<file path="config.mk">
export PLATFORM = sky130hd
export DESIGN_NAME = uart_frac_core
export DESIGN_NICKNAME = d
export VERILOG_FILES = /design/src/rtl/uart_frac_pkg.sv /design/src/rtl/uart_frac_baud.sv /design/src/rtl/uart_frac_tx.sv /design/src/rtl/uart_frac_rx.sv /design/src/rtl/uart_frac_core.sv
export SDC_FILE = /design/constraint.sdc
export NUM_CORES = 1
export LEC_CHECK = 0
export BUFFER_PORTS_ARGS = -buffer_cell sky130_fd_sc_hd__buf_2
export CORE_AREA = 2 2 118 120
export CTS_CLUSTER_SIZE = 28
export DETAILED_ROUTE_END_ITERATION = 8
export DIE_AREA = 0 0 120 122
export PLACE_DENSITY = 0.7
export SKIP_CTS_REPAIR_TIMING = 1
export SYNTH_ARGS = -nofsm -noshare
export SYNTH_HDL_FRONTEND = slang
export SYNTH_SLANG_ARGS = --single-unit
</file>
<file path="constraint.sdc">
create_clock -name clk_i -period 3.8 [get_ports clk_i]
set_input_delay 0.38 -clock clk_i [delete_from_list [all_inputs] [get_ports clk_i]]
set_output_delay 0.38 -clock clk_i [all_outputs]
set_load 0.01 [all_outputs]
</file>
<file path="src/rtl/uart_frac_pkg.sv">
package uart_frac_pkg;
  localparam int unsigned ADDR_W = 12;

  localparam logic [ADDR_W-1:0] A_DATA = 12'h000;
  localparam logic [ADDR_W-1:0] A_FLAG = 12'h018;
  localparam logic [ADDR_W-1:0] A_IDIV = 12'h024;
  localparam logic [ADDR_W-1:0] A_FDIV = 12'h028;
  localparam logic [ADDR_W-1:0] A_LINE = 12'h02C;
  localparam logic [ADDR_W-1:0] A_CTRL = 12'h030;

  localparam int unsigned C_EN  = 0;
  localparam int unsigned C_TXE = 8;
  localparam int unsigned C_RXE = 9;

  localparam int unsigned F_BUSY  = 3;
  localparam int unsigned F_RXEMP = 4;
  localparam int unsigned F_TXFUL = 5;
  localparam int unsigned F_RXFUL = 6;
  localparam int unsigned F_TXEMP = 7;

  typedef enum logic [1:0] {RX_IDLE, RX_START, RX_DATA, RX_STOP} rx_state_e;
endpackage

</file>
<file path="src/rtl/uart_frac_baud.sv">
module uart_frac_baud #(
  parameter int unsigned IDIV_W = 16,
  parameter int unsigned FRAC_W = 6
) (
  input  logic              clk_i,
  input  logic              rst_ni,
  input  logic              run_i,
  input  logic [IDIV_W-1:0] idiv_i,
  input  logic [FRAC_W-1:0] frac_i,
  output logic              tick_o
);
  logic [IDIV_W-1:0] cnt_q;
  logic [FRAC_W-1:0] acc_q;
  logic [FRAC_W:0]   sum;
  logic [IDIV_W-1:0] reload;
  logic              active;

  assign active = run_i && (idiv_i != '0);
  assign sum    = {1'b0, acc_q} + {1'b0, frac_i};
  // carry out of the phase accumulator stretches the next period by one clock
  assign reload = idiv_i - IDIV_W'(1) + IDIV_W'(sum[FRAC_W]);
  assign tick_o = active && (cnt_q == '0);

  always_ff @(posedge clk_i or negedge rst_ni) begin
    if (!rst_ni) begin
      cnt_q <= '0;
      acc_q <= '0;
    end else if (!active) begin
      cnt_q <= idiv_i - IDIV_W'(1);
      acc_q <= '0;
    end else if (cnt_q == '0) begin
      cnt_q <= reload;
      acc_q <= sum[FRAC_W-1:0];
    end else begin
      cnt_q <= cnt_q - IDIV_W'(1);
    end
  end

  logic [IDIV_W:0] gap_q;
  logic            seen_q;
  always_ff @(posedge clk_i or negedge rst_ni) begin
    if (!rst_ni) begin
      gap_q  <= '0;
      seen_q <= 1'b0;
    end else if (!active) begin
      gap_q  <= '0;
      seen_q <= 1'b0;
    end else if (tick_o) begin
      gap_q  <= '0;
      seen_q <= 1'b1;
    end else begin
      gap_q <= gap_q + 1'b1;
    end
  end


  period_len_chk: assert property (@(posedge clk_i) disable iff (!rst_ni)
    (tick_o && seen_q) |-> ((gap_q + 1'b1) == {1'b0, idiv_i} || gap_q == {1'b0, idiv_i}));
endmodule

</file>
<file path="src/rtl/uart_frac_tx.sv">
module uart_frac_tx #(
  parameter int unsigned OS     = 16,
  parameter int unsigned DATA_W = 8
) (
  input  logic              clk_i,
  input  logic              rst_ni,
  input  logic              start_i,
  input  logic [DATA_W-1:0] data_i,
  input  logic              tick_i,
  output logic              txd_o,
  output logic              busy_o
);
  localparam int unsigned OS_W  = $clog2(OS);
  localparam int unsigned BITS  = DATA_W + 2;
  localparam int unsigned BIT_W = $clog2(BITS);

  logic [BITS-1:0]  sh_q;
  logic [OS_W-1:0]  os_q;
  logic [BIT_W-1:0] bit_q;
  logic             busy_q, txd_q;

  always_ff @(posedge clk_i or negedge rst_ni) begin
    if (!rst_ni) begin
      sh_q   <= '0;
      os_q   <= '0;
      bit_q  <= '0;
      busy_q <= 1'b0;
      txd_q  <= 1'b1;
    end else if (start_i && !busy_q) begin
      sh_q   <= {1'b1, data_i, 1'b0};
      os_q   <= '0;
      bit_q  <= '0;
      busy_q <= 1'b1;
      txd_q  <= 1'b0;
    end else if (busy_q && tick_i) begin
      if (os_q == OS_W'(OS - 1)) begin
        os_q <= '0;
        if (bit_q == BIT_W'(BITS - 1)) begin
          busy_q <= 1'b0;
          txd_q  <= 1'b1;
        end else begin
          bit_q <= bit_q + 1'b1;
          sh_q  <= sh_q >> 1;
          txd_q <= sh_q[1];
        end
      end else begin
        os_q <= os_q + 1'b1;
      end
    end
  end

  assign txd_o  = txd_q;
  assign busy_o = busy_q;


  idle_line_chk: assert property (@(posedge clk_i) disable iff (!rst_ni)
    !busy_q |-> txd_q);

  frame_end_chk: assert property (@(posedge clk_i) disable iff (!rst_ni)
    $fell(busy_q) |-> $past(tick_i));
endmodule

</file>
<file path="src/rtl/uart_frac_rx.sv">
module uart_frac_rx
  import uart_frac_pkg::*;
#(
  parameter int unsigned OS     = 16,
  parameter int unsigned DATA_W = 8
) (
  input  logic              clk_i,
  input  logic              rst_ni,
  input  logic              rxd_i,
  input  logic              enable_i,
  input  logic              tick_i,
  output logic              busy_o,
  output logic              valid_o,
  output logic [DATA_W-1:0] data_o
);
  localparam int unsigned OS_W  = $clog2(OS);
  localparam int unsigned HALF  = OS / 2;
  localparam int unsigned BIT_W = $clog2(DATA_W);

  logic [1:0]        sync_q;
  logic              rxs;
  rx_state_e         state_q;
  logic [OS_W-1:0]   os_q;
  logic [BIT_W-1:0]  bit_q;
  logic [DATA_W-1:0] sh_q, data_q;
  logic              valid_q;

  assign rxs = sync_q[1];

  always_ff @(posedge clk_i or negedge rst_ni) begin
    if (!rst_ni) sync_q <= '1;
    else         sync_q <= {sync_q[0], rxd_i};
  end

  always_ff @(posedge clk_i or negedge rst_ni) begin
    if (!rst_ni) begin
      state_q <= RX_IDLE;
      os_q    <= '0;
      bit_q   <= '0;
      sh_q    <= '0;
      data_q  <= '0;
      valid_q <= 1'b0;
    end else begin
      valid_q <= 1'b0;
      case (state_q)
        RX_IDLE: if (enable_i && tick_i && !rxs) begin
          state_q <= RX_START;
          os_q    <= '0;
        end
        RX_START: if (tick_i) begin
          if (os_q == OS_W'(HALF - 1)) begin
            os_q    <= '0;
            bit_q   <= '0;
            state_q <= rxs ? RX_IDLE : RX_DATA;
          end else os_q <= os_q + 1'b1;
        end
        RX_DATA: if (tick_i) begin
          if (os_q == OS_W'(OS - 1)) begin
            os_q <= '0;
            sh_q <= {rxs, sh_q[DATA_W-1:1]};
            if (bit_q == BIT_W'(DATA_W - 1)) state_q <= RX_STOP;
            else bit_q <= bit_q + 1'b1;
          end else os_q <= os_q + 1'b1;
        end
        RX_STOP: if (tick_i) begin
          if (os_q == OS_W'(OS - 1)) begin
            os_q    <= '0;
            state_q <= RX_IDLE;
            if (rxs) begin
              valid_q <= 1'b1;
              data_q  <= sh_q;
            end
          end else os_q <= os_q + 1'b1;
        end
        default: state_q <= RX_IDLE;
      endcase
    end
  end

  assign busy_o  = (state_q != RX_IDLE);
  assign valid_o = valid_q;
  assign data_o  = data_q;


  rx_frame_end_chk: assert property (@(posedge clk_i) disable iff (!rst_ni)
    valid_q |-> $past(state_q == RX_STOP && tick_i));
endmodule

</file>
<file path="src/rtl/uart_frac_core.sv">
module uart_frac_core
  import uart_frac_pkg::*;
#(
  parameter int unsigned IDIV_W = 16,
  parameter int unsigned FRAC_W = 6,
  parameter int unsigned LINE_W = 8,
  parameter int unsigned DATA_W = 8,
  parameter int unsigned OS     = 16,
  parameter int unsigned BUS_W  = 16
) (
  input  logic              clk_i,
  input  logic              rst_ni,
  input  logic              bus_sel_i,
  input  logic              bus_we_i,
  input  logic [ADDR_W-1:0] bus_addr_i,
  input  logic [BUS_W-1:0]  bus_wdata_i,
  output logic [BUS_W-1:0]  bus_rdata_o,
  output logic              txd_o,
  input  logic              rxd_i,
  output logic              baud_tick_o
);
  logic [IDIV_W-1:0] idiv_q, idiv_w;
  logic [FRAC_W-1:0] frac_q, frac_w;
  logic [LINE_W-1:0] line_q;
  logic              en_q, txe_q, rxe_q;
  logic [DATA_W-1:0] tx_hold_q, rx_data;
  logic              tx_full_q, rx_full_q;
  logic              tx_busy, rx_busy, rx_valid, tick, run, idle, tx_start;
  logic              wr, rd;

  assign wr       = bus_sel_i && bus_we_i;
  assign rd       = bus_sel_i && !bus_we_i;
  assign idle     = !en_q && !tx_busy && !rx_busy;
  assign run      = en_q || tx_busy || rx_busy;
  assign tx_start = en_q && txe_q && tx_full_q && !tx_busy && (idiv_w != '0);

  always_ff @(posedge clk_i or negedge rst_ni) begin
    if (!rst_ni) begin
      idiv_q <= '0;
      frac_q <= '0;
      line_q <= '0;
      idiv_w <= '0;
      frac_w <= '0;
      en_q   <= 1'b0;
      txe_q  <= 1'b1;
      rxe_q  <= 1'b1;
    end else if (wr) begin
      case (bus_addr_i)
        A_IDIV: idiv_q <= bus_wdata_i[IDIV_W-1:0];
        A_FDIV: frac_q <= bus_wdata_i[FRAC_W-1:0];
        A_LINE: begin
          line_q <= bus_wdata_i[LINE_W-1:0];
          if (idle) begin
            idiv_w <= idiv_q;
            frac_w <= frac_q;
          end
        end
        A_CTRL: begin
          en_q  <= bus_wdata_i[C_EN];
          txe_q <= bus_wdata_i[C_TXE];
          rxe_q <= bus_wdata_i[C_RXE];
        end
        default: ;
      endcase
    end
  end

  always_ff @(posedge clk_i or negedge rst_ni) begin
    if (!rst_ni) begin
      tx_hold_q <= '0;
      tx_full_q <= 1'b0;
      rx_full_q <= 1'b0;
    end else begin
      if (tx_start) tx_full_q <= 1'b0;
      else if (wr && bus_addr_i == A_DATA && !tx_full_q) begin
        tx_hold_q <= bus_wdata_i[DATA_W-1:0];
        tx_full_q <= 1'b1;
      end
      if (rx_valid) rx_full_q <= 1'b1;
      else if (rd && bus_addr_i == A_DATA) rx_full_q <= 1'b0;
    end
  end

  always_comb begin
    bus_rdata_o = '0;
    case (bus_addr_i)
      A_DATA: bus_rdata_o = BUS_W'(rx_data);
      A_FLAG: begin
        bus_rdata_o[F_BUSY]  = tx_busy;
        bus_rdata_o[F_RXEMP] = !rx_full_q;
        bus_rdata_o[F_TXFUL] = tx_full_q;
        bus_rdata_o[F_RXFUL] = rx_full_q;
        bus_rdata_o[F_TXEMP] = !tx_full_q;
      end
      A_IDIV: bus_rdata_o = BUS_W'(idiv_q);
      A_FDIV: bus_rdata_o = BUS_W'(frac_q);
      A_LINE: bus_rdata_o = BUS_W'(line_q);
      A_CTRL: begin
        bus_rdata_o[C_EN]  = en_q;
        bus_rdata_o[C_TXE] = txe_q;
        bus_rdata_o[C_RXE] = rxe_q;
      end
      default: ;
    endcase
  end

  uart_frac_baud #(.IDIV_W(IDIV_W), .FRAC_W(FRAC_W)) u_baud (
    .clk_i, .rst_ni, .run_i(run), .idiv_i(idiv_w), .frac_i(frac_w), .tick_o(tick)
  );

  uart_frac_tx #(.OS(OS), .DATA_W(DATA_W)) u_tx (
    .clk_i, .rst_ni, .start_i(tx_start), .data_i(tx_hold_q), .tick_i(tick),
    .txd_o, .busy_o(tx_busy)
  );

  uart_frac_rx #(.OS(OS), .DATA_W(DATA_W)) u_rx (
    .clk_i, .rst_ni, .rxd_i, .enable_i(en_q && rxe_q), .tick_i(tick),
    .busy_o(rx_busy), .valid_o(rx_valid), .data_o(rx_data)
  );

  assign baud_tick_o = tick;


  latch_idle_chk: assert property (@(posedge clk_i) disable iff (!rst_ni)
    !$stable(idiv_w) |-> $past(!en_q && !tx_busy && !rx_busy));

  start_div_chk: assert property (@(posedge clk_i) disable iff (!rst_ni)
    $rose(tx_busy) |-> $past(idiv_w != '0 && en_q && txe_q));

  hold_off_chk: assert property (@(posedge clk_i) disable iff (!rst_ni)
    (!en_q && !tx_busy) |=> !tx_busy);
endmodule

</file>
==> impl_metrics.tcl, run 1 <==
set metrics [dict create \
    antenna_found_initial 0 \
    cts.sinks 134 \
    hold_viol_final 0 \
    synth_fp_nets 736 \
    max_freq_mhz 299 \
    clock_path_buffers 2 \
    slew_headroom_pct 40.6 \
    overflow 0 \
    core_mm2 0.0135 \
    num_vias 5520 \
    final_max_slew_viol_count 0 \
    setup_tns_ns 0 \
    grt_max_degree 94 \
    synth_area_mm2 0.00725 \
    power_leakage_nw 3.94 \
    yosysSeqAreaShare_pct 46.3 \
    io_pins 51 \
    cts_root_buffer "clkbuf_16" \
    rows 43 \
    synth-seq-cells 134 \
    drc 0 \
    synthDistinctLibCells 66 \
    viasPerCell 6.00 \
    synthArstFlopShare_pct 100 \
    required_ns 3.42 \
    setup_slack_ns 0.460 \
    fillers 1115 \
    period_needed_ns 3.34 \
    synth_area_per_cell_um2 10.6 \
    wl_per_cell_um 18.1 \
    max_cap_viol_count 0 \
    portBuffers 50 \
    finalSetupViolCount 0 \
    grt_pass1_wl_mm 27.9 \
    startpoint "idiv_w[3]" \
    grt_pass1_vias 5541 \
    post-route-util_pct 61.1 \
    crit_path_start_kind "register" \
    grt.total_usage_pct 24.4 \
    num_antenna_cells 0 \
    ir_drop_v 0.000296 \
    reg2reg_from "frac_w[0]" \
    p_per_area_mw_per_mm2 376 \
    drt_iter0_drc 353 \
    critPathCaptureType "output pin" \
    drive_above_1_share_pct 25.7 \
    fin_area_mm2 0.00826 \
    finalClockSkew_ns 0.00923 \
    gp_congestion 0.882 \
    hold_class "in -> async" \
    die_h_um 122 \
    cp_max_fo 18 \
    fin_crit_sh_pct 87.9 \
    yosysWarnings 0 \
    ant_nets 0 \
    dr.pass1.iters 5 \
    clk_latency_ns 0.42 \
    dpl_worst_slack_ns 0.621 \
    dieArea_mm2 0.0146 \
    dpl-instance-area_mm2 0.00767 \
    crit_type "reg -> out" \
    rsz0062_at_grt "false" \
    initial_core_util_pct 53.7 \
    worst_pin_slew_ns 0.891 \
    synth_cells 684 \
    cts-buffers-inserted 17 \
    hpwlAfterDp_mm 12.1 \
    status "finished clean" \
    syn_to_final_growth_pct 13.9 \
    synth_flop_cell "dfrtp_1" \
    h-tree-depth 4 \
    worstPathArrival_ns 2.96 \
    die_w_um 120 \
    wirelength_mm 16.7 \
    cts_tree "built" \
    synth-edff-count 0 \
    clk_pin_slew_ns 0.06 \
    nets 779 \
]
==> metal layers <==
metal / GRT usage (%) / routed length (µm) / vias up
li1: - / - / 2606
met1: 33.4 / 7560 / 2725
met2: 39.1 / 7920 / 166
met3: 4.31 / 909 / 23
met4: 9.04 / 296 / 0
met5: 0 / 0 / -
==> Yosys cell counts (7+ instances only) <==
| library cell | count | area (µm²) |
|---|---|---|
| a221o_1 | 13 | 130 |
| xnor2_1 | 19 | 166 |
| a21o_1 | 7 | 52.6 |
| nand4_1 | 12 | 75.1 |
| nor2b_1 | 8 | 50.1 |
| dfrtp_1 | 129 | 3230 |
| and2_1 | 9 | 56.3 |
| inv_1 | 20 | 75.1 |
| and3_1 | 14 | 87.6 |
| mux2i_1 | 13 | 130 |
| nor2_1 | 45 | 169 |
| nor3_1 | 16 | 80.1 |
| ha_1 | 18 | 225 |
| nor4_1 | 11 | 68.8 |
| xor2_1 | 14 | 123 |
| nand2_1 | 49 | 184 |
| nand3_1 | 19 | 95.1 |
| a21oi_1 | 28 | 140 |
| o21ai_0 | 21 | 105 |
| mux2_2 | 82 | 923 |
| clkbuf_1 | 29 | 109 |
==> per-stage QoR <==
step / hold slack (ns) / total power (W) / cells
floorplan: 0.0844 / 0.00147 / 684
finish: 0.0340 / 0.00310 / 920
global route: 0.0447 / 0.00320 / 920
global placement: 0.345 / 0.00152 / 888
CTS: 0.0402 / 0.00313 / 920
detailed placement: 0.353 / 0.00152 / 888
==> power breakdown <==
part	leakage, nW	internal [W]	switching [W]	total (W)
combinational	1.89	0.0000180	0.0000465	0.0000645
clock	0.280	0.000986	0.000617	0.00160
sequential	1.77	0.00143	0.00000219	0.00143
==> worst max-delay path, cell delays in order (launching register included) <==
cell and delay, ns:
dfrtp_1 0.53, nor4_2 0.73, nand4_1 0.27, o21ba_2 0.41
nand2_1 0.28, inv_1 0.15, buf_2 0.17
==> cells by family (layout without fill, tap and decap cells) <==
group | after synthesis | after routing | share of synthesized area, %
AO/OA/AOI/OAI | 122 | 122 | 11.9
XOR/XNOR | 33 | 33 | 3.99
adder cells (fa/ha/maj) | 19 | 19 | 3.38
buffers and inverters | 56 | 112 | 3.05
flip-flops | 134 | 134 | 46.3
multiplexers | 95 | 95 | 14.5
AND/OR/NAND/NOR | 225 | 225 | 16.8
==> registers in the layout, indices dropped and copies added (netlist names), 2 cells and up, named ones only <==
signal	count
frac_q	6
frac_w	6
idiv_q	16
idiv_w	16
line_q	8
tx_hold_q	8
u_baud.acc_q	6
u_baud.cnt_q	16
u_rx.bit_q	3
u_rx.data_o	8
u_rx.os_q	4
u_rx.sh_q	8
u_rx.sync_q	2
u_tx.bit_q	4
u_tx.os_q	4
u_tx.sh_q	9
==> path summary, 6_finish.rpt <==
kind                                    endpoint  slack (ns)  cells past startpoint
worst max-delay path                 baud_tick_o        0.46                      6
worst min-delay path                u_rx.os_q[1]        0.03                      1
worst max register to register  u_baud.cnt_q[12]        0.60                     14
worst min register to register    u_rx.sync_q[1]        0.36                      0
max in group asynchronous         u_rx.data_o[1]        2.91                      2
min in group clk_i                u_rx.sync_q[0]        0.05                      1
==> layout make-up <==
class	instances	area (µm²)	share of cell area (%)
multi-input cells	494	3670	44.5
flip-flops and latches	134	3360	40.7
clock buffers	22	494	5.99
repair buffers	60	332	4.02
well taps	180	225	2.73
clock inverters	10	96.3	1.17
inverters	20	75.1	0.909
==> cells in the final DEF, fill, tap and decap left out, types with 7 or more instances in the layout <==
cell,count
a221o_1,13
and3_1,14
xnor2_1,19
nand4_1,12
inv_1,20
buf_2,49
o21ai_0,21
dfrtp_1,129
nor2_1,45
xor2_1,14
nand2_1,49
and2_1,9
nand3_1,19
a21oi_1,28
ha_1,18
buf_4,10
nor2b_1,8
a21o_1,7
mux2_2,82
nor3_1,16
clkbuf_16,17
nor4_1,11
mux2i_1,13
(Power assumes the default switching activity.)
==> run 2, diff against run 1 <==
CELL_PAD_IN_SITES_DETAIL_PLACEMENT = 1   (was default)
CELL_PAD_IN_SITES_GLOBAL_PLACEMENT = 1   (was default)
CORE_AREA = 2 2 126 128   (was 2 2 118 120)
DIE_AREA = 0 0 128 130   (was 0 0 120 122)
PLACE_DENSITY = 0.76   (was 0.7)
==> run 2 against run 1 <==
Via count grew 1.7%; setup slack improved by 0.047 ns; maximum frequency is 1.4% higher; clock skew increased by 0.0014 ns; non-clock buffer count up 3; design area up 0.48%; sequential share of layout area is 0.20 points lower; sequential power barely moved; global-route usage is essentially flat; flip-flop and latch count unchanged; critical endpoint unchanged; largest power group unchanged.
==> impl_metrics.tcl, run 2 (synthesis gave the netlist of run 1 again) <==
set metrics [dict create \
    cts-buffers-inserted 17 \
    rsz0062_at_grt "false" \
    power_leakage_nw 3.96 \
    die_h_um 130 \
    instances_no_fill 935 \
    final_common_cell "dfrtp_1" \
    setup_tns_ns 0 \
    fin_crit_sh_pct 86.7 \
    worstPathArrival_ns 2.91 \
    highest_layer "met4" \
    dp.cells 903 \
    wl_per_cell_um 20.3 \
    rows 46 \
    initial_core_util_pct 47.0 \
    crit_type "reg -> out" \
    p_per_area_mw_per_mm2 381 \
    portBuffers 50 \
    core_mm2 0.0154 \
    viasPerCell 6.01 \
    wirelength_mm 19.0 \
    clock_path_buffers 2 \
    routed-wl-met2_mm 9.63 \
    die_w_um 128 \
    cts_root_buffer "clkbuf_16" \
    crit_path_start_kind "register" \
    m1WireLength_mm 8.43 \
    num_vias 5616 \
    num_antenna_cells 0 \
    final_cell_mix "dfrtp_1 (129), mux2_2 (82), nand2_1 (49), buf_2 (49), nor2_1 (45)" \
    cts.sinks 134 \
    finalClockSkew_ns 0.0106 \
    syn_to_final_growth_pct 14.4 \
    hold_viol_final 0 \
    drive_above_1_share_pct 26.0 \
    slew_headroom_pct 37.8 \
    dpl_worst_slack_ns 0.577 \
    clk_latency_ns 0.43 \
    cts_tree "built" \
    max_freq_mhz 304 \
    grt_pass1_wl_mm 31.7 \
    dieArea_mm2 0.0166 \
    hpwlAfterDp_mm 13.7 \
    dr_wl_met3_um 583 \
    status "finished clean" \
    top_regs "idiv_q x16, idiv_w x16, u_baud.cnt_q x16" \
    worst_pin_slew_ns 0.931 \
    ant_nets 0 \
    antenna_found_initial 0 \
    max_cap_viol_count 0 \
    setup_slack_ns 0.506 \
    required_ns 3.42 \
    critPathCaptureType "output pin" \
    overflow 0 \
    grt_max_degree 93 \
    cp_max_fo 9 \
    grt.total_usage_pct 24.4 \
    h-tree-depth 4 \
    post-route-util_pct 53.8 \
    ir_drop_v 0.000312 \
    drc 0 \
    period_needed_ns 3.29 \
    nets 782 \
    final_max_slew_viol_count 0 \
    grt_pass1_vias 5937 \
    dr.pass1.iters 5 \
    clk_pin_slew_ns 0.06 \
    io_pins 51 \
    hold_class "in -> async" \
    drt_iter0_drc 228 \
    finalSetupViolCount 0 \
    gp_congestion 0.844 \
]
## run 2: cell types whose count changed in the layout (fill, tap and decap cells not counted), sizes merged
cell / previous run / this run
clkinv: 5 / 4
clkbuf: 22 / 17
inv: 20 / 27
bufinv: 1 / 2
clkinvlp: 4 / 2
buf: 60 / 63
## run 2: layer usage
| layer | vias up | GRT usage, % |
|---|---|---|
| met4 | 0 | 7.63 |
| met2 | 97 | 42.6 |
| met3 | 26 | 4.88 |
| met5 | - | 0 |
| met1 | 2885 | 30.7 |
| li1 | 2608 | - |
## run 2: worst paths after layout
| kind | from | slack, ns | endpoint | cells past startpoint |
|---|---|---|---|---|
| worst min register to register | u_rx.sync_q[0] | 0.36 | u_rx.sync_q[1] | 0 |
| max in group asynchronous | rst_ni | 2.90 | u_rx.sync_q[1] | 2 |
| worst max-delay path | u_baud.cnt_q[7] | 0.51 | baud_tick_o | 6 |
| worst min-delay path | rst_ni | 0.01 | idiv_q[12] | 1 |
| min in group clk_i | rxd_i | 0.05 | u_rx.sync_q[0] | 1 |
| worst max register to register | u_baud.acc_q[0] | 0.57 | u_baud.cnt_q[12] | 14 |
## run 2: critical path, stage by stage (launching register included)
cell and delay, ns:
dfrtp_1 0.43, or4_1 0.57, nor2_1 0.31, and3_1 0.50
nand2_1 0.30, inv_1 0.21, buf_2 0.17
## run 2: metrics by stage
step	power, W	cell area [µm²]	hold WS, ns
2_1_floorplan	0.00147	7250	0.0844
3_3_place_gp	0.00152	7700	0.347
3_5_place_dp	0.00152	7700	0.350
4_1_cts	0.00319	8300	0.0255
5_1_grt	0.00325	8300	0.0296
6_report	0.00316	8300	0.0143
## run 2: area by class of cell
| cell class | count | area, µm² |
|---|---|---|
| sequential | 134 | 3360 |
| clock buffer | 17 | 425 |
| timing repair buffer | 63 | 354 |
| fill | 1675 | 7130 |
| clock inverter | 15 | 168 |
| multi-input combinational | 494 | 3670 |
| tap | 192 | 240 |
| inverter | 20 | 75.1 |
## run 2: where the power goes
part / internal [W] / total [W] / switching (W) / leakage, nW
Clock: 0.000981 / 0.00166 / 0.000684 / 0.286
Combinational: 0.0000180 / 0.0000657 / 0.0000477 / 1.90
Sequential: 0.00143 / 0.00143 / 0.00000170 / 1.77
